### config.mk
export PLATFORM = sky130hd
export DESIGN_NAME = snapcnt_top
export DESIGN_NICKNAME = d
export VERILOG_FILES = /design/src/rtl/snapcnt_pkg.sv /design/src/rtl/snapcnt_rst_sync.sv /design/src/rtl/snapcnt_counter.sv /design/src/rtl/snapcnt_latch.sv /design/src/rtl/snapcnt_regs.sv /design/src/rtl/snapcnt_top.sv
export SDC_FILE = /design/constraint.sdc
export NUM_CORES = 1
export LEC_CHECK = 0
export BUFFER_PORTS_ARGS = -buffer_cell sky130_fd_sc_hd__buf_4
export CAP_MARGIN = 20
export CORE_ASPECT_RATIO = 0.7
export CORE_MARGIN = 3
export CORE_UTILIZATION = 62
export DETAILED_ROUTE_END_ITERATION = 6
export GPL_TIMING_DRIVEN = 1
export HOLD_SLACK_MARGIN = 0.08
export PLACE_DENSITY = 0.94
export SKIP_CTS_REPAIR_TIMING = 1
export SYNTH_ARGS = -nofsm -noshare
export SYNTH_HDL_FRONTEND = slang
export SYNTH_SLANG_ARGS = --single-unit
### constraint.sdc
create_clock -name clk -period 12.2 [get_ports clk]
set_input_delay 2.44 -clock clk [delete_from_list [all_inputs] [get_ports clk]]
set_output_delay 2.44 -clock clk [all_outputs]
set_load 0.01 [all_outputs]
### src/rtl/snapcnt_pkg.sv
package snapcnt_pkg;
  localparam int unsigned REG_W     = 32;
  localparam int unsigned WIDE_W    = 64;
  localparam int unsigned REQ_BIT   = 1;
  localparam logic [7:0]  OFS_CTRL  = 8'hA0;
  localparam logic [7:0]  OFS_LOW   = 8'hA4;
  localparam logic [7:0]  OFS_HIGH  = 8'hA8;

  typedef enum logic [1:0] {
    SNAP_IDLE  = 2'd0,
    SNAP_ARMED = 2'd1,
    SNAP_TAKE  = 2'd2
  } snap_state_e;
endpackage

### src/rtl/snapcnt_rst_sync.sv
module snapcnt_rst_sync #(
  parameter int unsigned STAGES = 2
) (
  input  logic clk,
  input  logic rst_n_i,
  output logic rst_n_o
);
  logic [STAGES-1:0] sync_q;

  always_ff @(posedge clk or negedge rst_n_i) begin
    if (!rst_n_i) sync_q <= '0;
    else          sync_q <= {sync_q[STAGES-2:0], 1'b1};
  end

  assign rst_n_o = sync_q[STAGES-1];
endmodule

### src/rtl/snapcnt_counter.sv
module snapcnt_counter #(
  parameter int unsigned CNT_W = 64
) (
  input  logic             clk,
  input  logic             rst_n,
  input  logic             tick_i,
  output logic [CNT_W-1:0] cnt_o
);
  localparam int unsigned LO_W = (CNT_W > 32) ? 32 : CNT_W;
  localparam int unsigned HI_W = (CNT_W > 32) ? (CNT_W - 32) : 1;

  logic [LO_W-1:0] lo_q, lo_d;

  // Low segment: next state
  always_comb begin
    lo_d = lo_q;
    if (tick_i) lo_d = lo_q + LO_W'(1);
  end

  // Low segment: register
  always_ff @(posedge clk or negedge rst_n) begin
    if (!rst_n) lo_q <= '0;
    else        lo_q <= lo_d;
  end

  generate
    if (CNT_W > 32) begin : g_split
      // Upper segment advances only when the low segment rolls over,
      // keeping the carry chain of each adder at most 32 bits.
      logic [HI_W-1:0] hi_q, hi_d;
      logic            carry;

      assign carry = tick_i & (&lo_q);

      always_comb begin
        hi_d = hi_q;
        if (carry) hi_d = hi_q + HI_W'(1);
      end

      always_ff @(posedge clk or negedge rst_n) begin
        if (!rst_n) hi_q <= '0;
        else        hi_q <= hi_d;
      end

      assign cnt_o = {hi_q, lo_q};
    end else begin : g_flat
      assign cnt_o = lo_q;
    end
  endgenerate
endmodule

### src/rtl/snapcnt_latch.sv
module snapcnt_latch
  import snapcnt_pkg::*;
#(
  parameter int unsigned CNT_W = 64
) (
  input  logic             clk,
  input  logic             rst_n,
  input  logic             req_i,
  input  logic [CNT_W-1:0] cnt_i,
  output logic             busy_o,
  output logic [CNT_W-1:0] snap_o
);
  snap_state_e      state_q, state_d;
  logic             cap_en;
  logic [CNT_W-1:0] snap_q, snap_d;

  // Sequencer next state: request -> armed -> take (capture) -> idle
  always_comb begin
    state_d = state_q;
    cap_en  = 1'b0;
    case (state_q)
      SNAP_IDLE:  if (req_i) state_d = SNAP_ARMED;
      SNAP_ARMED: state_d = SNAP_TAKE;
      SNAP_TAKE: begin
        state_d = SNAP_IDLE;
        cap_en  = 1'b1;
      end
      default:    state_d = SNAP_IDLE;
    endcase
  end

  always_comb begin
    snap_d = snap_q;
    if (cap_en) snap_d = cnt_i;
  end

  always_ff @(posedge clk or negedge rst_n) begin
    if (!rst_n) begin
      state_q <= SNAP_IDLE;
      snap_q  <= '0;
    end else begin
      state_q <= state_d;
      snap_q  <= snap_d;
    end
  end

  assign busy_o = (state_q != SNAP_IDLE);
  assign snap_o = snap_q;
endmodule

### src/rtl/snapcnt_regs.sv
module snapcnt_regs
  import snapcnt_pkg::*;
#(
  parameter int unsigned CNT_W  = 64,
  parameter int unsigned ADDR_W = 8
) (
  input  logic              wr_en_i,
  input  logic [ADDR_W-1:0] addr_i,
  input  logic [REG_W-1:0]  wdata_i,
  input  logic              busy_i,
  input  logic [CNT_W-1:0]  snap_i,
  output logic              req_o,
  output logic [REG_W-1:0]  rdata_o
);
  localparam logic [ADDR_W-1:0] A_CTRL = ADDR_W'(OFS_CTRL);
  localparam logic [ADDR_W-1:0] A_LOW  = ADDR_W'(OFS_LOW);
  localparam logic [ADDR_W-1:0] A_HIGH = ADDR_W'(OFS_HIGH);

  logic [WIDE_W-1:0] snap_wide;
  logic              hit_ctrl;
  logic              wdata_unused;

  always_comb begin
    snap_wide            = '0;
    snap_wide[CNT_W-1:0] = snap_i;
  end

  assign hit_ctrl     = (addr_i == A_CTRL);
  assign req_o        = wr_en_i & hit_ctrl & wdata_i[REQ_BIT];
  assign wdata_unused = ^{wdata_i[REG_W-1:REQ_BIT+1], wdata_i[REQ_BIT-1:0]};

  always_comb begin
    rdata_o = '0;
    if (hit_ctrl)              rdata_o[REQ_BIT] = busy_i;
    else if (addr_i == A_LOW)  rdata_o = snap_wide[REG_W-1:0];
    else if (addr_i == A_HIGH) rdata_o = snap_wide[WIDE_W-1:REG_W];
  end
endmodule

### src/rtl/snapcnt_top.sv
module snapcnt_top
  import snapcnt_pkg::*;
#(
  parameter int unsigned CNT_W  = 64,
  parameter int unsigned ADDR_W = 8
) (
  input  logic              clk,
  input  logic              rst_n_i,
  input  logic              tick_i,
  input  logic              wr_en_i,
  input  logic [ADDR_W-1:0] addr_i,
  input  logic [31:0]       wdata_i,
  output logic [31:0]       rdata_o
);
  logic             rst_n;
  logic             req;
  logic             busy;
  logic [CNT_W-1:0] cnt_q;
  logic [CNT_W-1:0] snap_q;

  snapcnt_rst_sync #(.STAGES(2)) u_rst (
    .clk     (clk),
    .rst_n_i (rst_n_i),
    .rst_n_o (rst_n)
  );

  snapcnt_counter #(.CNT_W(CNT_W)) u_cnt (
    .clk    (clk),
    .rst_n  (rst_n),
    .tick_i (tick_i),
    .cnt_o  (cnt_q)
  );

  snapcnt_latch #(.CNT_W(CNT_W)) u_latch (
    .clk    (clk),
    .rst_n  (rst_n),
    .req_i  (req),
    .cnt_i  (cnt_q),
    .busy_o (busy),
    .snap_o (snap_q)
  );

  snapcnt_regs #(.CNT_W(CNT_W), .ADDR_W(ADDR_W)) u_regs (
    .wr_en_i (wr_en_i),
    .addr_i  (addr_i),
    .wdata_i (wdata_i),
    .busy_i  (busy),
    .snap_i  (snap_q),
    .req_o   (req),
    .rdata_o (rdata_o)
  );
endmodule

==> results.txt, run 1 <==
The run finished with clean final reports. The clock power share is 50.9%. For this run, the number of Yosys warnings is 0.

The largest individual stage delay along the critical path comes from the cell sky130_fd_sc_hd__buf_4. Static timing analysis puts the maximum clock frequency at 154 MHz. The post-route fraction of the period consumed by the critical path is 53.3%.

Broken down by cell family, the worst path's largest delay share belongs to simple AND/OR/NAND/NOR gates. The number of failing hold endpoints at the final stage came to 0. The via count of the first global-routing pass is 4212.

The critical path is of the in -> out type. The initial utilization of the core area, before any placement, comes to 66.5%. The routed metal-1 wire length came out at 5600 µm.

The routed wire length per instance is 20.8 µm. The clock reaches the later pin of the worst-skew pair after 410 ps. The amount of wire on met3 after detailed routing came out at 1080 µm. TritonCTS built the clock tree. The largest vdd supply drop is 0.100 mV. The number of max-cap violations is 0. STA classifies the critical path endpoint as a primary output. For this run, asynchronously set or reset flops after synthesis account for 100%.

The post-synthesis instance area came out at 0.00585 mm². The first global-routing pass estimated 21900 µm of wire. The total core area is 0.00879 mm².

Among all flip-flop cells after synthesis, the most frequent one is sky130_fd_sc_hd__dfrtp_1. The critical path goes through buf_4 > nor4b_1 > nand3b_1 > nor3b_2 > buf_4 > a22o_1 > buf_4. The routed design could run at a clock period as short as 6500 ps. The number of distinct standard cells referenced by the synthesized netlist came out at 43. The number of antenna violations at the first check in global routing is 0. The uppermost metal layer occupied by signal nets is met4. The post-synthesis to final-layout area growth is 18.2%. The remaining max-slew budget at the tightest pin came out at 39.9%.

The clock net sink count is 132. Of the cells placed in the final design, the portion with a size suffix greater than 1 is 29.9%. The number of standard cells after synthesis came out at 465. The global router's overall resource usage is 27.2%. The total power consumption of the routed design is 1030 µW. The library cell appearing most often on the critical path is sky130_fd_sc_hd__buf_4. The die covers 0.0107 mm². The largest stage delay on the critical path is 390 ps. The top-level port count is 76. The width of the die is 122 µm. Setup repair after global routing left no endpoint under its margin. The top-area cell type share of the netlist area came out at 56.5%. The maximum clock insertion buffer count is 2. The routed design uses 6550 µm of met2 wire. The leading area contributor after synthesis is sky130_fd_sc_hd__dfrtp_1. The clock buffer count from CTS is 17. The static power due to leakage is 0.00332 µW. The post-route core utilization is 78.7%. The sum of overflow across all layers after global routing came out at 0. The critical path contains buffers and inverters numbering 3 combined. The congestion estimate from routability-driven global placement came to 0.799. The number of filler instances in the final layout is 493.

The length of the first detailed-routing pass in iterations is 6. The final layout net count came out at 561. When the netlist entered floorplanning its net count stood at 511. The number of antenna diodes came out at 0. Wires add up to 13500 µm. The worst-margin pin slew came out at 902 ps. The total count of max-transition violations in the final report came out at 0. The via density per instance came out at 6.29. In the layout the commonest cells are 131 x sky130_fd_sc_hd__dfrtp_1, 61 x sky130_fd_sc_hd__mux2_2, 48 x sky130_fd_sc_hd__buf_4. The tightest min-delay check is of the reg -> async type. The worst register-to-register path has a depth of 5. The synthesized design contains 0 enable-type register cells. The number of standard cells in the layout, taps in and fillers out came out at 648. The data arrival time at the worst-slack endpoint came out at 4060 ps. A synthesized cell averages 12.6 µm². The placed instance count came out at 615. The register bit count reported by yosys is 132. The chip height is 87.3 µm.

The detailed router's first-iteration violation count came out at 433. Registers are responsible for 45.6% of the overall power. The count of unresolved DRC violations after routing is 0. For this block, the via count after detailed routing is 4079. The largest net degree at the start of global routing is 86. The net switching power figure is 224 µW. The number of placement rows is 28. The HPWL after detailed placement is 8180 µm. The master cell of the clock root buffer is sky130_fd_sc_hd__clkbuf_16.

The H-tree generated during clock tree synthesis spans 4 levels. Setup violations remaining at the end of the flow were counted as 0. The number of routed nets with antenna violations is 0. In this run, the combinational gates consume 3.5% of the power. The highest fanout seen on the critical path is 31. The library cell used most frequently in the layout, excluding fill and tap cells, is sky130_fd_sc_hd__dfrtp_1. Yosys attributes the largest share of cell area to sky130_fd_sc_hd__dfrtp_1 56%, sky130_fd_sc_hd__mux2_2 12%, sky130_fd_sc_hd__xnor2_1 6.9%, sky130_fd_sc_hd__a22o_1 4.6%, sky130_fd_sc_hd__nand4_1 2.7%. The logic depth of the worst setup path including buffers is 7.

The sequential share of the synthesized area is 56.5%. STA classifies the critical path startpoint as an input port. The internal power consumption is 808 µW. The ratio of total power to cell area came out at 149 mW/mm². The total of buffers placed on input and output ports came out at 44.

The switching part of the total power came out at 21.7%. The final total negative setup slack is 0 ps. STA puts the critical path data required time at 9760 ps.

The final setup skew is 6.63 ps. The clock slew seen by the registers of the worst setup and hold paths came out at 50 ps.
-- final timing paths --
path                       slack, ps                      to            start
max                             5700              rdata_o[3]        addr_i[6]
min                              330      u_latch.snap_o[44]  u_rst.sync_q[1]
max reg2reg                     9570  u_cnt.g_split.hi_q[14]   u_cnt.lo_q[14]
min reg2reg                      330      u_latch.snap_o[44]  u_rst.sync_q[1]
max in group asynchronous      10300         u_rst.sync_q[1]          rst_n_i
min in group clk                 350         u_rst.sync_q[1]  u_rst.sync_q[0]
-- power groups by stage --
stage / Combinational (µW) / Clock (µW) / Sequential, µW
4_1_cts: 35.5 / 527 / 471
2_1_floorplan: 20.4 / 0 / 477
6_report: 36.4 / 525 / 471
5_1_grt: 41.2 / 547 / 473
3_5_place_dp: 34.2 / 0 / 478
3_3_place_gp: 31.6 / 0 / 476
-- sequential cells by signal, summed over array words and instances, names as in the netlist --
register and count:
u_rst.sync_q 2, u_cnt.g_split.hi_q 32, u_latch.snap_o 64, u_latch.state_q 2
u_cnt.lo_q 32
-- synth_stat cells, drive strengths merged, types with 4 or more instances --
| cell type | count |
|---|---|
| o21ai | 4 |
| nor3 | 9 |
| xnor2 | 46 |
| mux2 | 62 |
| dfrtp | 132 |
| and2 | 4 |
| buf | 10 |
| inv | 7 |
| and3 | 8 |
| nor2 | 18 |
| clkbuf | 8 |
| and4 | 5 |
| a22o | 31 |
| xor2 | 16 |
| nand2 | 32 |
| nand4 | 26 |
| nand3 | 22 |
| nor4 | 10 |
-- per-layer routing --
| layer | vias to the layer above | track usage [%] |
|---|---|---|
| met5 | - | 0 |
| met4 | 0 | 9.25 |
| met3 | 36 | 8.51 |
| met2 | 202 | 42.5 |
| met1 | 2068 | 36.8 |
| li1 | 1773 | - |
-- cell families after synthesis --
family	count (synthesis)	synth area share, %
compound gates	37	5.22
mux	62	12.0
other cells	1	0.0641
xor+xnor	62	9.28
buf+inv	25	2.37
flops	132	56.5
fa+ha+maj	2	0.428
simple gates	144	14.2
-- layout make-up --
cell class	instances	area (µm²)	area share, %
clock inverters	10	128	1.85
inverters	7	38.8	0.561
repair buffers	49	388	5.61
clock buffers	22	484	7.00
well taps	120	150	2.17
multi-input cells	308	2420	35.0
flip-flops and latches	132	3310	47.8
-- metrics by stage --
stage | cell area (µm²) | setup WS, ps | hold slack [ps]
finish | 6920 | 5700 | 327
global route | 6920 | 5520 | 374
CTS | 6890 | 5720 | 354
detailed placement | 6280 | 5750 | 342
global placement | 6280 | 5770 | 339
floorplan | 5850 | 6040 | 331
Note: power is estimated with default switching activity, not from simulation.
==> run 2, diff against run 1 <==
Settings changed: CORE_UTILIZATION 62 to 58, PLACE_DENSITY 0.94 to 0.89.
Clock period 12.2 ns to 6.5 ns, I/O delays scaled along.
==> run 2 against run 1 <==
Effect of this change: sequential power increased by 88%; worst hold slack improved by 21 ps; first-iteration DRC count decreased by 16%; clock power increased by 74%; sequential cell count unchanged; clock skew about the same; via count decreased by 1.3%; global-route usage decreased by 3.2 points; die area increased by 6.5%; sequential share of layout area increased by 0.45 points; critical path type unchanged; largest cell class unchanged.
==> results.txt, run 2 (same netlist as run 1, synthesis figures left out) <==
The number of routed nets with antenna violations is 0 (unchanged). The number of failing hold endpoints at the final stage is 0 (unchanged). The worst-margin pin slew is 941 ps (+39.2 ps).

The post-placement setup slack was 2180 ps (-3570 ps). The via density per instance came to 6.18 (-1.8%). The worst hold slack across all endpoints came out at 348 ps (+20.9 ps). The total of buffers placed on input and output ports came out at 44 (unchanged).

The largest net degree at the start of global routing came out at 77 (-10%). The count of unresolved DRC violations after routing came out at 0 (unchanged). The H-tree depth is 4 (unchanged). The static power due to leakage came out at 0.00328 µW (-1.1%). The final total negative setup slack is 0 ps (unchanged). The ratio of total power to cell area came to 272 mW/mm² (+82%). The routed wire length per instance is 19.9 µm (-4.6%). The met1 routing resource usage after global routing is 32.6% (-4.2 points). The number of flip-flops in the largest register came to 64 (unchanged). The minimum clock period came out at 4280 ps. The clock buffer count from CTS came out at 17 (unchanged). The highest fanout seen on the critical path is 31 (unchanged). The first-pass GRT wire length came out at 21600 µm (-1.5%). The worst setup path is launched from an input port. The post-synthesis to final-layout area growth came out at 17.1%. The via count of the first global-routing pass is 4238 (+0.62%). The final setup skew came out at 6.32 ps (-0.319 ps). The width of the die is 126 µm (+3.2%). The number of antenna violations at the first check in global routing is 0 (unchanged). The full die area was 0.0113 mm² (+6.5%).

The flow ran to the end, and the final reports show no timing, DRC or antenna violations. The clock slew seen by the registers of the worst setup and hold paths came to 50 ps (about the same). The number of antenna diodes came to 0 (unchanged).

The worst path required time came to 5200 ps (-4560 ps). The total of endpoints with negative setup slack in the final report was 0 (unchanged). The number of placement rows is 29 (+3.6%). The clock net sink count came out at 132 (unchanged). The length of the first detailed-routing pass in iterations came to 7 (+1). The type of the worst setup path is in -> out. The data arrival time at the worst-slack endpoint is 2980 ps (-1080 ps). Clock tree synthesis selected as its root buffer the cell sky130_fd_sc_hd__clkbuf_16. The remaining max-slew budget at the tightest pin came to 37.3% (-2.6 points).

The detailed router's first-iteration violation count is 362 (-16%). The HPWL after detailed placement is 8210 µm (+0.40%). The final cell area excluding filler cells is 0.00685 mm² (-0.92%). The met3 usage is 6.58% (-1.9 points). The top-level port count is 76 (unchanged). The global routing usage on met2 is 37.2% (-5.3 points). The post-route core utilization came to 72.6% (-6.0 points). The worst-skew pair later-pin latency is 410 ps (about the same). The type of the worst min-delay path is reg -> reg.

The library cells used most frequently in the layout, excluding fill and tap cells, are 131 x sky130_fd_sc_hd__dfrtp_1, 61 x sky130_fd_sc_hd__mux2_2, 48 x sky130_fd_sc_hd__buf_4. Setup repair after global routing left no endpoint under its margin. TritonCTS built the clock tree. The kind of capture point of the worst setup path is a primary output. The number of max-cap violations is 0 (unchanged). The sum of overflow across all layers after global routing is 0 (unchanged). The maximum clock insertion buffer count came to 2 (unchanged). The post-route fraction of the period consumed by the critical path is 65.9%. The largest vdd supply drop is 0.204 mV (+100%). The chip height is 90.0 µm (+3.2%). The global placement routability congestion was 0.797 (-0.28%). The total count of max-transition violations in the final report is 0 (unchanged).

The global router's overall resource usage was 24.1% (-3.2 points). The post-layout worst setup margin is 2220 ps (-3480 ps). The final layout net count is 560 (-0.18%). The slack of the worst reg-to-reg path came out at 3930 ps (-5640 ps). The effective utilization at floorplan came out at 62.0% (-4.5 points).

The total vias in the final route is 4026 (-1.3%). The total core area is 0.00943 mm² (+7.3%). The most frequent standard cell in the layout excluding fill and tap cells is sky130_fd_sc_hd__dfrtp_1. The achievable frequency is 233 MHz. In this run the most used layer during global routing was met2. The share of post-route cells with drive strength above 1 came out at 28.8% (-1.1 points). The total cell area at the placement stage is 0.00628 mm² (about the same).

The aggregate routed wire length is 12900 µm (-4.2%).
run 2: final cells by class:
| type | instances | area (µm²) |
|---|---|---|
| clock buffer | 29 | 531 |
| clock inverter | 3 | 40.0 |
| fill | 616 | 2580 |
| inverter | 7 | 38.8 |
| multi-input combinational | 308 | 2420 |
| sequential | 132 | 3310 |
| tap | 124 | 155 |
| timing repair buffer | 48 | 360 |
run 2: final timing paths:
check | depth (start not counted) | to | from
max in group asynchronous | 1 | u_latch.snap_o[49] | u_rst.sync_q[1]
min in group asynchronous | 0 | u_latch.snap_o[13] | u_rst.sync_q[1]
worst max register to register | 5 | u_cnt.g_split.hi_q[4] | u_cnt.lo_q[8]
worst min register to register | 0 | u_rst.sync_q[1] | u_rst.sync_q[0]
worst max-delay path | 7 | rdata_o[3] | addr_i[6]
worst min-delay path | 0 | u_rst.sync_q[1] | u_rst.sync_q[0]
run 2: stage by stage:
stage | total power, µW | instances
floorplan | 933 | 465
global placement | 952 | 619
detailed placement | 963 | 619
CTS | 1870 | 651
global route | 1920 | 651
finish | 1870 | 651
run 2: metal layers:
layer,wire [µm],up-vias
met5,0,-
met4,236,0
met3,925,26
met2,6200,165
met1,5570,2064
li1,-,1771
run 2: worst max-delay path, stage by stage:
cell,delay (ps)
sky130_fd_sc_hd__buf_4,110
sky130_fd_sc_hd__nor4b_1,350
sky130_fd_sc_hd__nand3b_1,240
sky130_fd_sc_hd__nor3b_2,200
sky130_fd_sc_hd__buf_4,400
sky130_fd_sc_hd__a22o_1,240
sky130_fd_sc_hd__buf_4,140
run 2: power breakdown:
group	switching, µW	internal (µW)	total, µW
registers	38.9	846	885
clock network	327	587	914
logic	36.9	29.9	66.8
==> run 3, diff against run 2 <==
Settings changed: ABC_AREA set to 1, CORE_UTILIZATION 58 to 53, PLACE_DENSITY 0.89 to 0.85.
Clock period 6.5 ns to 3.9 ns, I/O delays scaled along.
==> run 3 against run 2 <==
Effect of this change: register-to-register slack worse by 2200 ps; synthesized cell count rose by 97%; highest routed layer unchanged; largest cell class unchanged; clock-buffer cell count shrank 8; critical endpoint is now rdata_o[8]; die area up 26%; cell count increased by 73%; synthesized area rose by 17%; non-clock buffer count grew 1; critical path depth is the same.
==> results.txt, run 3 <==
The number of failing hold endpoints at the final stage came to 0 (unchanged). Leaving out fill and tap cells, the most frequent cell in the layout is sky130_fd_sc_hd__nand2_1. The number of standard cells after synthesis is 914 (+97%). The clock buffer count from CTS came to 17 (unchanged). The worst setup path is of the in -> out kind. The worst path required time came out at 3120 ps (-2080 ps). The aggregate routed wire length was 17400 µm (+34%). The post-placement setup slack is 997 ps (-1180 ps). The final total negative setup slack came out at 0 ps (unchanged). The average cell area after synthesis was 7.50 µm² (-40%). Setup repair after global routing left no endpoint under its margin. The H-tree depth came out at 4 (unchanged). The sequential share of the synthesized area came out at 48.2% (-8.3 points).

The global placement routability congestion is 0.921 (+16%). The post-route core utilization is 63.3% (-9.4 points). The signal on the critical path passes through buf_4 > or2_1 > nor2_1 > nand3_1 > buf_4 > o21ai_1 > buf_4. The most numerous cell in the Yosys netlist is sky130_fd_sc_hd__nand2_1.

The number of antenna violations at the first check in global routing came out at 0 (unchanged). The total core area came out at 0.0125 mm² (+33%). The worst path needs 2910 ps of the cycle, external delays included. The full die area is 0.0144 mm² (+26%). The number of filler instances in the final layout is 1031 (+67%).

The total vias in the final route came out at 6155 (+53%). The number of placement rows came out at 34 (+17%). The count of unresolved DRC violations after routing was 0 (unchanged). The largest stage delay on the critical path is 260 ps (-140 ps). The worst setup path is captured at a primary output.

The yosys synthesis warning count came out at 0 (unchanged). The static power due to leakage came out at 0.00384 µW (+17%). The length of the first detailed-routing pass in iterations came out at 5 (-2). The chip height came out at 101 µm (+12%).

The slack of the worst reg-to-reg path came to 1770 ps (-2160 ps). The top-level port count was 76 (unchanged). TritonCTS built the clock tree. The type of the worst min-delay path is in -> async. The width of the die came to 142 µm (+13%). The data arrival time at the worst-slack endpoint came out at 2130 ps (-850 ps).

The family with the most delay on the worst path is simple AND/OR/NAND/NOR gates. STA classifies the critical path startpoint as an input port. The total count of max-transition violations in the final report is 0 (unchanged). The first-pass GRT wire length came out at 28700 µm (+33%).

The share of synthesized flip-flops with an asynchronous set or reset is 100% (unchanged). The number of max-cap violations came out at 0 (unchanged). The highest fanout seen on the critical path came out at 31 (unchanged). The maximum clock insertion buffer count came to 2 (unchanged). The number of routed nets with antenna violations is 0 (unchanged). The worst path uses 74.6% of the clock period. The effective utilization at floorplan was 54.6% (-7.4 points). The routed wire length per instance is 15.4 µm (-23%). Based on the critical path, the design can be clocked at up to 344 MHz. The largest net degree at the start of global routing came to 91 (+18%). The post-synthesis instance area is 0.00685 mm² (+17%). The ratio of total power to cell area is 422 mW/mm² (+55%). The global router's overall resource usage is 25.4% (+1.3 points).

The clock net sink count is 132 (unchanged). The total of endpoints with negative setup slack in the final report came out at 0 (unchanged). The HPWL after detailed placement is 11800 µm (+44%). The flip-flop and latch area is 0.00331 mm² (unchanged). Relative to the synthesized area, the layout overhead comes to 15.8%. The top-area cell type share of the netlist area is 48.2% (-8.3 points). Among all flip-flop cells after synthesis, the most frequent one is sky130_fd_sc_hd__dfrtp_1. The run finished with clean final reports. The remaining max-slew budget at the tightest pin came to 38.7% (+1.4 points). The leading area contributor after synthesis is sky130_fd_sc_hd__dfrtp_1. The detailed router's first-iteration violation count came out at 564 (+56%). The final setup skew came out at 9.36 ps (+3.05 ps). The number of antenna diodes is 0 (unchanged). The post-layout worst setup margin was 989 ps (-1230 ps). The share of post-route cells with drive strength above 1 was 11.9% (-17 points). In this design, the critical path's most frequently occurring cell is sky130_fd_sc_hd__buf_4.

In the layout the commonest cells are 285 x sky130_fd_sc_hd__nand2_1, 131 x sky130_fd_sc_hd__dfrtp_1, 107 x sky130_fd_sc_hd__inv_1. The post-synth net total came to 960 (+88%). For this design, the slowest cell found on the critical path is sky130_fd_sc_hd__buf_4. The total of buffers placed on input and output ports is 44 (unchanged). The final layout net count came out at 1001 (+79%).

The number of distinct standard cells referenced by the synthesized netlist is 33 (-23%). The via density per instance came out at 5.45 (-12%). The root buffer cell chosen for the clock tree is sky130_fd_sc_hd__clkbuf_16. The area occupied by multi-input gates is 0.00301 mm² (+24%).

The via count of the first global-routing pass is 5768 (+36%). The register bit count reported by yosys is 132 (unchanged). After synthesis, the most frequently instantiated cells are 286 x sky130_fd_sc_hd__nand2_1, 132 x sky130_fd_sc_hd__dfrtp_1, 107 x sky130_fd_sc_hd__inv_1. The total power consumption of the routed design is 3350 µW (+80%). The number of synthesized flops with an enable pin came to 0 (unchanged). The worst-margin pin slew is 920 ps (-20.5 ps). The number of flip-flops in the largest register came out at 64 (unchanged).

The combined buffer and inverter count along the critical path came to 3 (unchanged). The largest vdd supply drop is 0.364 mV (+78%). The sum of overflow across all layers after global routing is 0 (unchanged). In the post-synthesis netlist, the biggest area contributors are sky130_fd_sc_hd__dfrtp_1 48%, sky130_fd_sc_hd__nand2_1 16%, sky130_fd_sc_hd__inv_1 5.9%, sky130_fd_sc_hd__nor2_1 5.8%, sky130_fd_sc_hd__nand3_1 4.9%. The clock slew seen by the registers of the worst setup and hold paths was 60 ps (about the same).

The worst-skew pair later-pin latency is 420 ps (about the same).
run 3: cell types whose count changed after synthesis, moves of 45 or more:
cell                      previous run  this run
sky130_fd_sc_hd__inv_1               6       107
sky130_fd_sc_hd__mux2_2             61         7
sky130_fd_sc_hd__nand2_1            32       286
sky130_fd_sc_hd__nand3_1            19        67
sky130_fd_sc_hd__nor2_1             17       105
sky130_fd_sc_hd__o21ai_0             4        49
sky130_fd_sc_hd__xnor2_1            46         1
run 3: path summary, 6_finish.rpt:
| check | from | end | cells past startpoint |
|---|---|---|---|
| worst max-delay path | addr_i[1] | rdata_o[8] | 7 |
| worst min-delay path | rst_n_i | u_rst.sync_q[1] | 1 |
| worst max register to register | u_cnt.g_split.hi_q[1] | u_cnt.g_split.hi_q[18] | 8 |
| worst min register to register | u_rst.sync_q[0] | u_rst.sync_q[1] | 0 |
| max in group asynchronous | u_rst.sync_q[1] | u_latch.state_q[0] | 1 |
| min in group clk | u_rst.sync_q[0] | u_rst.sync_q[1] | 0 |
run 3: logic make-up (layout without fill, tap and decap cells):
group | count (synthesis) | after routing | share of synthesized area, %
multiplexers | 7 | 7 | 1.15
buffers and inverters | 141 | 194 | 8.11
other | 1 | 1 | 0.0547
AO/OA/AOI/OAI | 103 | 103 | 7.58
flip-flops | 132 | 132 | 48.2
XOR/XNOR | 30 | 30 | 3.83
AND/OR/NAND/NOR | 498 | 498 | 30.7
adder cells (fa/ha/maj) | 2 | 2 | 0.365
run 3: layout make-up:
class / count / share of cell area [%]
Tap cell: 162 / 2.55
Timing Repair Buffer: 49 / 4.79
Clock buffer: 21 / 5.67
Inverter: 114 / 5.45
Sequential cell: 132 / 41.7
Clock inverter: 10 / 1.99
Multi-Input combinational cell: 641 / 37.9
run 3: per-stage QoR:
| step | std cells | hold slack [ps] | cell area, µm² |
|---|---|---|---|
| after floorplan | 914 | 331 | 6860 |
| after global placement | 1098 | 334 | 7330 |
| after detailed placement | 1098 | 340 | 7330 |
| after CTS | 1129 | 122 | 7940 |
| after global routing | 1129 | 123 | 7940 |
| final | 1129 | 131 | 7940 |
run 3: layer usage:
metal / vias to the layer above / GRT usage [%] / part of all wire, %
li1: 2942 / - / -
met1: 2919 / 37.6 / 47
met2: 272 / 38.7 / 44
met3: 22 / 4.34 / 7.4
met4: 0 / 7.82 / 1.4
met5: - / 0 / 0
run 3: power by group:
| group | leakage (µW) | switching (µW) | internal [µW] |
|---|---|---|---|
| sequential | 0.00172 | 71.2 | 1430 |
| combinational | 0.00182 | 124 | 62.6 |
| clock | 0.000301 | 586 | 1080 |
| total | 0.00384 | 781 | 2570 |
